File: src/rtl/pm_power_pkg.sv
package pm_power_pkg;

  typedef enum logic [2:0] {
    ST_RUN,
    ST_IDLE,
    ST_PREP,
    ST_SLEEP,
    ST_WAKE
  } pm_state_e;

  typedef enum logic [1:0] {
    MS_RUN    = 2'b00,
    MS_IDLE   = 2'b01,
    MS_SLEEP  = 2'b10,
    MS_WAKING = 2'b11
  } pm_status_e;

  typedef struct packed {
    logic cpu;
    logic per;
    logic osc;
    logic lprc;
    logic fscm;
  } pm_gates_t;

  function automatic pm_gates_t gates_for(pm_state_e s, logic wdt_on);
    pm_gates_t g;
    g = '{cpu: 1'b1, per: 1'b1, osc: 1'b1, lprc: 1'b1, fscm: 1'b1};
    case (s)
      ST_IDLE:  g.cpu = 1'b0;
      ST_PREP:  g.cpu = 1'b0;
      ST_SLEEP: begin
        g.cpu  = 1'b0;
        g.per  = 1'b0;
        g.osc  = 1'b0;
        g.lprc = wdt_on;
        g.fscm = 1'b0;
      end
      ST_WAKE: begin
        g.cpu  = 1'b0;
        g.per  = 1'b0;
        g.fscm = 1'b0;
      end
      default: ;
    endcase
    return g;
  endfunction

  function automatic pm_status_e status_for(pm_state_e s);
    case (s)
      ST_IDLE:  return MS_IDLE;
      ST_PREP:  return MS_SLEEP;
      ST_SLEEP: return MS_SLEEP;
      ST_WAKE:  return MS_WAKING;
      default:  return MS_RUN;
    endcase
  endfunction

endpackage

File: src/rtl/pm_wake_qual.sv
module pm_wake_qual #(
  parameter int N_IRQ = 8
) (
  input  logic [N_IRQ-1:0] irq_pending,
  input  logic [N_IRQ-1:0] irq_enable,
  input  logic             wdt_timeout,
  output logic             irq_hit,
  output logic             wake
);
  logic [N_IRQ-1:0] masked;

  for (genvar i = 0; i < N_IRQ; i++) begin : g_mask
    assign masked[i] = irq_pending[i] & irq_enable[i];
  end

  assign irq_hit = |masked;
  assign wake    = irq_hit | wdt_timeout;
endmodule

File: src/rtl/pm_settle_cnt.sv
module pm_settle_cnt #(
  parameter int CW = 8
) (
  input  logic          clk,
  input  logic          rst_n,
  input  logic          active,
  input  logic [CW-1:0] limit,
  output logic          done
);
  logic [CW-1:0] cnt;
  logic [CW:0]   cnt_next;

  assign cnt_next = {1'b0, cnt} + 1'b1;
  assign done     = active && (cnt_next >= {1'b0, limit});

  always_ff @(posedge clk or negedge rst_n) begin
    if (!rst_n)       cnt <= '0;
    else if (!active) cnt <= '0;
    else if (!done)   cnt <= cnt_next[CW-1:0];
  end

  assert_settle_bound_R6: assert property (@(posedge clk) disable iff (!rst_n)
    (active && limit > 1) |-> (cnt < limit));
endmodule

File: src/rtl/pm_clksel_hold.sv
module pm_clksel_hold #(
  parameter int          SW        = 2,
  parameter logic [SW-1:0] RESET_SEL = '0
) (
  input  logic          clk,
  input  logic          rst_n,
  input  logic          track,
  input  logic [SW-1:0] sel_in,
  output logic [SW-1:0] sel_out
);
  always_ff @(posedge clk or negedge rst_n) begin
    if (!rst_n)     sel_out <= RESET_SEL;
    else if (track) sel_out <= sel_in;
  end
endmodule

File: src/rtl/pm_power_ctrl.sv
module pm_power_ctrl
  import pm_power_pkg::*;
#(
  parameter int N_IRQ = 8,
  parameter int CW    = 8,
  parameter int SW    = 2
) (
  input  logic             clk,
  input  logic             rst_n,
  input  logic             req_valid,
  output logic             req_ready,
  input  logic             req_is_sleep,
  input  logic [N_IRQ-1:0] irq_pending,
  input  logic [N_IRQ-1:0] irq_enable,
  input  logic             wdt_enabled,
  input  logic             wdt_timeout,
  output logic             wdt_clr,
  input  logic [CW-1:0]    settle_cycles,
  input  logic [SW-1:0]    clk_sel_in,
  output logic [SW-1:0]    clk_sel_out,
  output logic             cpu_clk_en,
  output logic             per_clk_en,
  output logic             osc_en,
  output logic             lprc_en,
  output logic             fscm_en,
  output logic [1:0]       mode_status,
  output logic             wake_pulse
);
  localparam logic [SW-1:0] SEL_AT_RESET = '0;

  pm_state_e state, nxt;
  pm_gates_t gates;
  logic      wake, irq_hit, settle_done, accept;

  pm_wake_qual #(.N_IRQ(N_IRQ)) u_qual (
    .irq_pending (irq_pending),
    .irq_enable  (irq_enable),
    .wdt_timeout (wdt_timeout),
    .irq_hit     (irq_hit),
    .wake        (wake)
  );

  pm_settle_cnt #(.CW(CW)) u_settle (
    .clk    (clk),
    .rst_n  (rst_n),
    .active (state == ST_WAKE),
    .limit  (settle_cycles),
    .done   (settle_done)
  );

  pm_clksel_hold #(.SW(SW), .RESET_SEL(SEL_AT_RESET)) u_sel (
    .clk     (clk),
    .rst_n   (rst_n),
    .track   (state == ST_RUN),
    .sel_in  (clk_sel_in),
    .sel_out (clk_sel_out)
  );

  assign req_ready = (state == ST_RUN);
  assign accept    = req_valid && req_ready;

  always_comb begin
    nxt = state;
    case (state)
      ST_RUN:   if (accept) nxt = req_is_sleep ? ST_PREP : ST_IDLE;
      ST_IDLE:  if (wake) nxt = ST_RUN;
      ST_PREP:  nxt = wake ? ST_RUN : ST_SLEEP;
      ST_SLEEP: if (wake) nxt = ST_WAKE;
      ST_WAKE:  if (settle_done) nxt = ST_RUN;
      default:  nxt = ST_RUN;
    endcase
  end

  always_ff @(posedge clk or negedge rst_n) begin
    if (!rst_n) begin
      state      <= ST_RUN;
      wake_pulse <= 1'b0;
    end else begin
      state      <= nxt;
      wake_pulse <= (nxt == ST_RUN) && (state != ST_RUN);
    end
  end

  assign gates       = gates_for(state, wdt_enabled);
  assign cpu_clk_en  = gates.cpu;
  assign per_clk_en  = gates.per;
  assign osc_en      = gates.osc;
  assign lprc_en     = gates.lprc;
  assign fscm_en     = gates.fscm;
  assign mode_status = status_for(state);
  assign wdt_clr     = (state == ST_PREP) && wdt_enabled;

  assert_ready_run_R1: assert property (@(posedge clk) disable iff (!rst_n)
    req_ready |-> cpu_clk_en);

  assert_sleep_clear_R3: assert property (@(posedge clk) disable iff (!rst_n)
    (req_valid && req_ready && req_is_sleep) |=> (wdt_clr == $past(wdt_enabled)));

  assert_osc_stop_R3: assert property (@(posedge clk) disable iff (!rst_n)
    $fell(osc_en) |-> ($past(state) == ST_PREP));

  assert_idle_hold_R4: assert property (@(posedge clk) disable iff (!rst_n)
    (state == ST_IDLE && !irq_hit && !wdt_timeout) |=> (mode_status == MS_IDLE));

  assert_sel_hold_R9: assert property (@(posedge clk) disable iff (!rst_n)
    (state != ST_RUN && $past(state) != ST_RUN) |-> $stable(clk_sel_out));

  assert_cpu_wake_R11: assert property (@(posedge clk) disable iff (!rst_n)
    $rose(cpu_clk_en) |-> wake_pulse);
endmodule

File: config.mk
export PLATFORM = sky130hd
export DESIGN_NAME = pm_power_ctrl
export DESIGN_NICKNAME = d
export VERILOG_FILES = /design/src/rtl/pm_power_pkg.sv /design/src/rtl/pm_wake_qual.sv /design/src/rtl/pm_settle_cnt.sv /design/src/rtl/pm_clksel_hold.sv /design/src/rtl/pm_power_ctrl.sv
export SDC_FILE = /design/constraint.sdc
export NUM_CORES = 1
export LEC_CHECK = 0
export BUFFER_PORTS_ARGS = -buffer_cell sky130_fd_sc_hd__buf_2
export CAP_MARGIN = 20
export CORE_ASPECT_RATIO = 1.25
export CORE_UTILIZATION = 47
export DETAILED_ROUTE_END_ITERATION = 16
export HOLD_SLACK_MARGIN = 0.08
export PLACE_DENSITY = 0.85
export SYNTH_ARGS = -nofsm -noshare
export SYNTH_HDL_FRONTEND = slang
export SYNTH_SLANG_ARGS = --single-unit
export TNS_END_PERCENT = 20
File: constraint.sdc
create_clock -name clk -period 2.8 [get_ports clk]
set_clock_uncertainty 0.1 [all_clocks]
set_input_delay 0.14 -clock clk [delete_from_list [all_inputs] [get_ports clk]]
set_output_delay 0.14 -clock clk [all_outputs]
set_load 0.03 [all_outputs]
## After elaboration in Yosys (flattened, before gate mapping)

Index checks and enable logic that the tools add are counted.

| storage, ports and cells | value |
|---|---|
| register bits after elaboration | 14 |
| output and inout port bits | 12 |
| input port bits | 32 |
| logic and storage cells | 44 |

| cells by class | value |
|---|---|
| bitwise logic cells | 9 |
| muxes and demuxes | 13 |
| order comparisons | 1 |
| reductions and logical operators | 11 |
| $add $sub $neg | 1 |
| equal/unequal tests | 5 |

Operator list:

| kind | number |
|---|---|
| two-way mux 8 bit | 2 |
| case mux 3 bit (5 select lines) | 1 |
| two-way mux 3 bit | 4 |
| adder 8 x 1 -> 9 bit, second input constant | 1 |
| greater-or-equal comparator 9 x 8 -> 1 bit | 1 |
| bitwise AND 1 bit | 8 |
| OR reduction 8 bit | 1 |
| equality test 3 x 2 -> 1 bit, second input constant | 2 |
| zero test 3 bit | 2 |
| two-way mux 2 bit | 3 |
| case mux 2 bit (3 select lines) | 1 |
| logical AND 1 bit | 4 |
| OR reduction 2 bit | 2 |
| OR reduction 4 bit | 1 |
| equality test 3 x 1 -> 1 bit, second input constant | 1 |
| equality test 3 bit, second input constant | 1 |
| nonzero test 3 bit | 1 |
| two-way mux 1 bit | 2 |
| inequality test 2 bit, second input constant | 1 |
| bitwise OR 1 bit | 1 |

## Logic depth before layout (Yosys ltp)

| depth | value |
|---|---|
| word-level depth | 7 |
| mapped depth | 12 |
| mapped depth without buffers | 11 |

## Modules after synthesis

Synthesis repeated with hierarchy kept, for this count alone.

| unflattened totals | value |
|---|---|
| cells, all modules | 120 |
| area total of the unflattened synthesis | 1129.8 um^2 |

Modules (own cells, without submodules):

| module | sequential area each (um^2) | area an instance (um^2) | cells each | times used |
|---|---|---|---|---|
| pm_settle_cnt | 200.2 | 716.9 | 79 | 1 |
| pm_power_ctrl | 100.1 | 292.8 | 31 | 1 |
| pm_clksel_hold | 50.0 | 72.6 | 4 | 1 |
| pm_wake_qual | 0.0 | 47.5 | 6 | 1 |

## Worst setup path before layout

OpenSTA, ideal clock, no wires.

| path | value |
|---|---|
| kind | register to register |
| start point | register u_settle.cnt[0] |
| end point | register u_settle.cnt[2] |
| slack | 0.213 ns |
| library setup time | 0.078 ns |
| required time | 2.622 ns |
| buffers on the path | 0 |
| data arrival time | 2.409 ns |
| period minus slack after synthesis | 2.587 ns |
| cell stages (with the launch flop) | 11 |
| path through | dfrtp_1 > ha_1 > nand3_2 > inv_1 > nand3_1 > xnor2_1 > ha_1 > a21o_1 > a211o_1 > or4_1 > a21oi_1 |

| between the ends | value |
|---|---|
| longest elaborated chain between the ends | 4 |
| elaborated cells between the ends (all ways) | 6 |
| classes of those cells | 1 x add/sub; 1 x order compare; 1 x eq/ne; 2 x mux; 1 x reduce/logical |

Ends and longest elaborated chain:

| what | line | RTL |
|---|---|---|
| from (decl) | pm_settle_cnt.sv:10 | `logic [CW-1:0] cnt;` |
| from (signal assigned) | pm_settle_cnt.sv:19 | `else if (!done) cnt <= cnt_next[CW-1:0];` |
| adder 8 x 1 -> 9 bit * | pm_settle_cnt.sv:13 | `assign cnt_next = {1'b0, cnt} + 1'b1;` |
| greater-or-equal comparator 9 x 8 -> 1 bit | pm_settle_cnt.sv:14 | `assign done = active && (cnt_next >= {1'b0, limit});` |
| logical AND 1 bit | pm_settle_cnt.sv:14 |  |
| inequality test 2 bit (no line) | - |  |

Mark *: on every way between the ends. The rest lies on a longest branch, timed or not. The select of a mux whose other input is x is not followed.
A chain may end at the register's enable or synchronous reset.

## Worst setup path after layout

| path | value |
|---|---|
| start point | register u_settle.cnt[0] |
| end point | register u_settle.cnt[1] |

The elaborated chain is that of the path after synthesis.

==> flow_summary.toml <==
[finish]
syn_to_final_growth_pct = 47.0
seq_area_sq_um = 352
fin_cells = 206
final_nets = 218
final_core_util_pct = 75.5
multi_input_area_sq_um = 704
nFillCells = 149
antennaDiodeCount = 0
drive_gt1_share_pct = 42.6
design_area_sq_mm = 0.00155

[critical_path]
rrSetupSlack_ns = 0.09
worstPathRequired_ns = 2.90
path_common_cell = "buf_6"
cp-start-kind = "flip-flop"
reg2reg_from = "u_settle.cnt[0]"
reg2reg_to = "u_settle.cnt[1]"
worstSetupEndpoint = "u_settle.cnt[1]"
crit_path_cell_trace = "buf_6, nand3_4, nor2_4, nand3_2, xnor2_1, ha_1, and3_4, nand3_1, o21ai_2, buf_6, or4b_1, o31ai_1"
worst-path-max-fanout = 5
cp_slowest_cell = "or4b_1"
cp.arrival_ns = 2.80
critPathKind = "flip-flop to flip-flop"
crit_cells = 12
path_buf_inv = 2
rr_worst_depth = 12
end_kind = "flip-flop"
critical_path.startpoint = "u_settle.cnt[0]"
max_stage_delay_ns = 0.51
crit_family = "simple AND/OR/NAND/NOR gates"

[floorplan]
std_cell_rows = 18
initial_core_util_pct = 51.3
fp.dieH_um = 54.9
coreArea_sq_mm = 0.00205
die_x_um = 44.3
num_io_pins = 44
die_area_sq_mm = 0.00243

[place]
placed_cells = 187
gp_congestion = 0.754
dpl_cell_area_sq_mm = 0.00130
dpl_worst_slack_ns = -0.00225
hpwl_um = 1840
numPortBuffers = 43

[synthesis]
avgSynthCellArea_sq_um = 8.99
yosys.area.top_type = "dfrtp_1"
yosys-top-cells-area = "dfrtp_1 33%, ha_1 11%, o31ai_1 5.0%"
ys_seq_area_share_pct = 33.3
ys_warn_count = 0
synth_fp_nets = 158
synth_area_sq_mm = 0.00105
synth_top_area_share_pct = 33.3
syn_inst = 117
netlist-cell-type-count = 38
ys_ff_latch = 14

[clock_tree]
path_clk_slew_ns = 0.09
h-tree-depth = 1
cts.path.max_buffers = 2
clock_sink_count = 14
clockRootBuffer = "clkbuf_4"
clk_latency_ns = 0.30
cts_tree = "yes"
numCtsBuffers = 3

[global_route]
antenna_found_initial = 0
grt-ovfl-total = 0
grt_pass1_vias = 1035
grt_usage_pct = 22.9
grt_pass1_wl_um = 4030
grt_max_degree = 19

[drt]
first_iter_violations = 12
avgRoutedWirePerCell_um = 13.7
detail-route-antenna-nets = 0
drtPass1Iterations = 4
viasPerCell = 5.50
route.detailed.drc = 0
vias = 1133
finalWirelength_um = 2820

[timing]
period_share_pct = 96.7
worst_slack_ns = 0.0924
finalHoldViolCount = 0
relSlewSlack_pct = 66.9
worst_pin_slew_ns = 0.493
final-setup-viol-count = 0
period_minus_slack_ns = 2.71
fmax_mhz = 369
hold_slack_ns = 0.0993
final_max_slew_viol_count = 0

[power]
p_leak_nw = 0.745
power_density_mw_per_mm2 = 388
irDropWorstVdd_mv = 0.377

[worst_hold_path]
hold_path.class = "primary input to flip-flop"

[status]
status = "completed"

[run]
max_cap_viol_count = 0
state kept, by name (all words and copies together) (netlist names):
register,cells
wake_pulse,1
state,3
u_settle.cnt,8
u_sel.sel_out,2
worst min-delay path, delay by kind of cell:
family | cells | cell delay [ns]
AO/OA/AOI/OAI | 2 | 0.23
buffers and inverters | 1 | 0.08
cells by family (layout without fill, tap and decap cells):
logic type | Yosys count | count (layout) | share of synthesized area [%]
buffers and inverters | 18 | 76 | 7.02
XOR/XNOR | 8 | 8 | 6.66
adder cells (fa/ha/maj) | 9 | 9 | 10.7
flip-flops | 14 | 14 | 33.3
AO/OA/AOI/OAI | 33 | 34 | 20.6
multiplexers | 2 | 2 | 2.14
AND/OR/NAND/NOR | 33 | 33 | 19.6
worst min path at each step:
stage,startpoint,end,slack [ns],cells after the start
2_1_floorplan,rst_n,state[0],-0.26,0
3_3_place_gp,rst_n,state[1],-0.05,1
3_5_place_dp,rst_n,state[1],-0.05,1
4_1_cts,irq_enable[0],state[2],0.09,3
5_1_grt,irq_enable[0],state[2],0.13,3
6_report,irq_enable[0],state[2],0.1,3
where the power goes:
part | internal [mW] | leakage (nW) | switching [mW] | total (mW)
sequential | 0.218 | 0.186 | 0.0183 | 0.237
clock | 0.0795 | 0.0210 | 0.0735 | 0.153
combinational | 0.0852 | 0.538 | 0.124 | 0.210
cell type report:
class                      count  area share (%)
multi-input combinational     86            45.6
sequential                    14            22.7
clock buffer                   4            2.35
timing repair buffer          61            24.3
inverter                      11            2.67
tap                           30            2.43
cells in the final DEF (no fill, tap or decap), types with 2 or more instances in the layout:
cell,synthesis,routed
o21ai_2,0,2
nand3_2,2,3
xor2_1,2,2
a21o_1,2,2
dlygate4sd3_1,0,8
nand2_1,2,2
buf_6,0,2
buf_2,2,44
a21oi_1,9,7
o21ai_0,5,4
o31ai_1,7,7
nand3b_1,2,2
inv_1,11,11
or4_1,6,6
xnor2_1,6,6
mux2_2,2,2
nand3_1,4,2
and2_1,2,2
buf_4,1,7
ha_1,9,8
dfrtp_1,14,13
a22oi_1,2,2
a21oi_2,0,2
nor2_1,6,5
clkbuf_4,0,3
through the flow:
step                setup TNS, ns  power (mW)
global placement                0       0.422
floorplan                       0       0.365
finish                          0       0.599
global route              -0.0113       0.623
detailed placement       -0.00321       0.428
CTS                             0       0.588
cells in the mapped netlist (all sizes together):
library cell / count
dfrtp: 14
inv: 11
a21oi: 9
ha: 9
o31ai: 7
nand3: 6
nor2: 6
o21ai: 6
or4: 6
xnor2: 6
clkbuf: 4
buf: 3
a21o: 2
a22oi: 2
and2: 2
mux2: 2
nand2: 2
nand3b: 2
or2: 2
xor2: 2
a211o: 1
a211oi: 1
a222oi: 1
a2bb2oi: 1
a31oi: 1
a32oi: 1
and3: 1
nand2b: 1
nand4: 1
nor3: 1
nor4b: 1
o32ai: 1
or3: 1
or4b: 1
what timing repair did:
action / CTS / global route
setup buffers: 0 / 4
setup endpoints to repair: 6 / 8
cloned: 0 / 3
pin swaps: 0 / 4
hold buffers: 8 / 0
gates resized for setup: 1 / 19
hold endpoints to repair: 19 / 0
routing by layer:
metal  routed length [um]  up-vias  GRT usage (%)
met3                  139        4           4.55
met1                 1130      536           22.2
li1                     -      547              -
met2                 1520       46           44.6
met5                    0        -              0
met4                   34        0           13.1
Power figures use the tool's default switching activity.
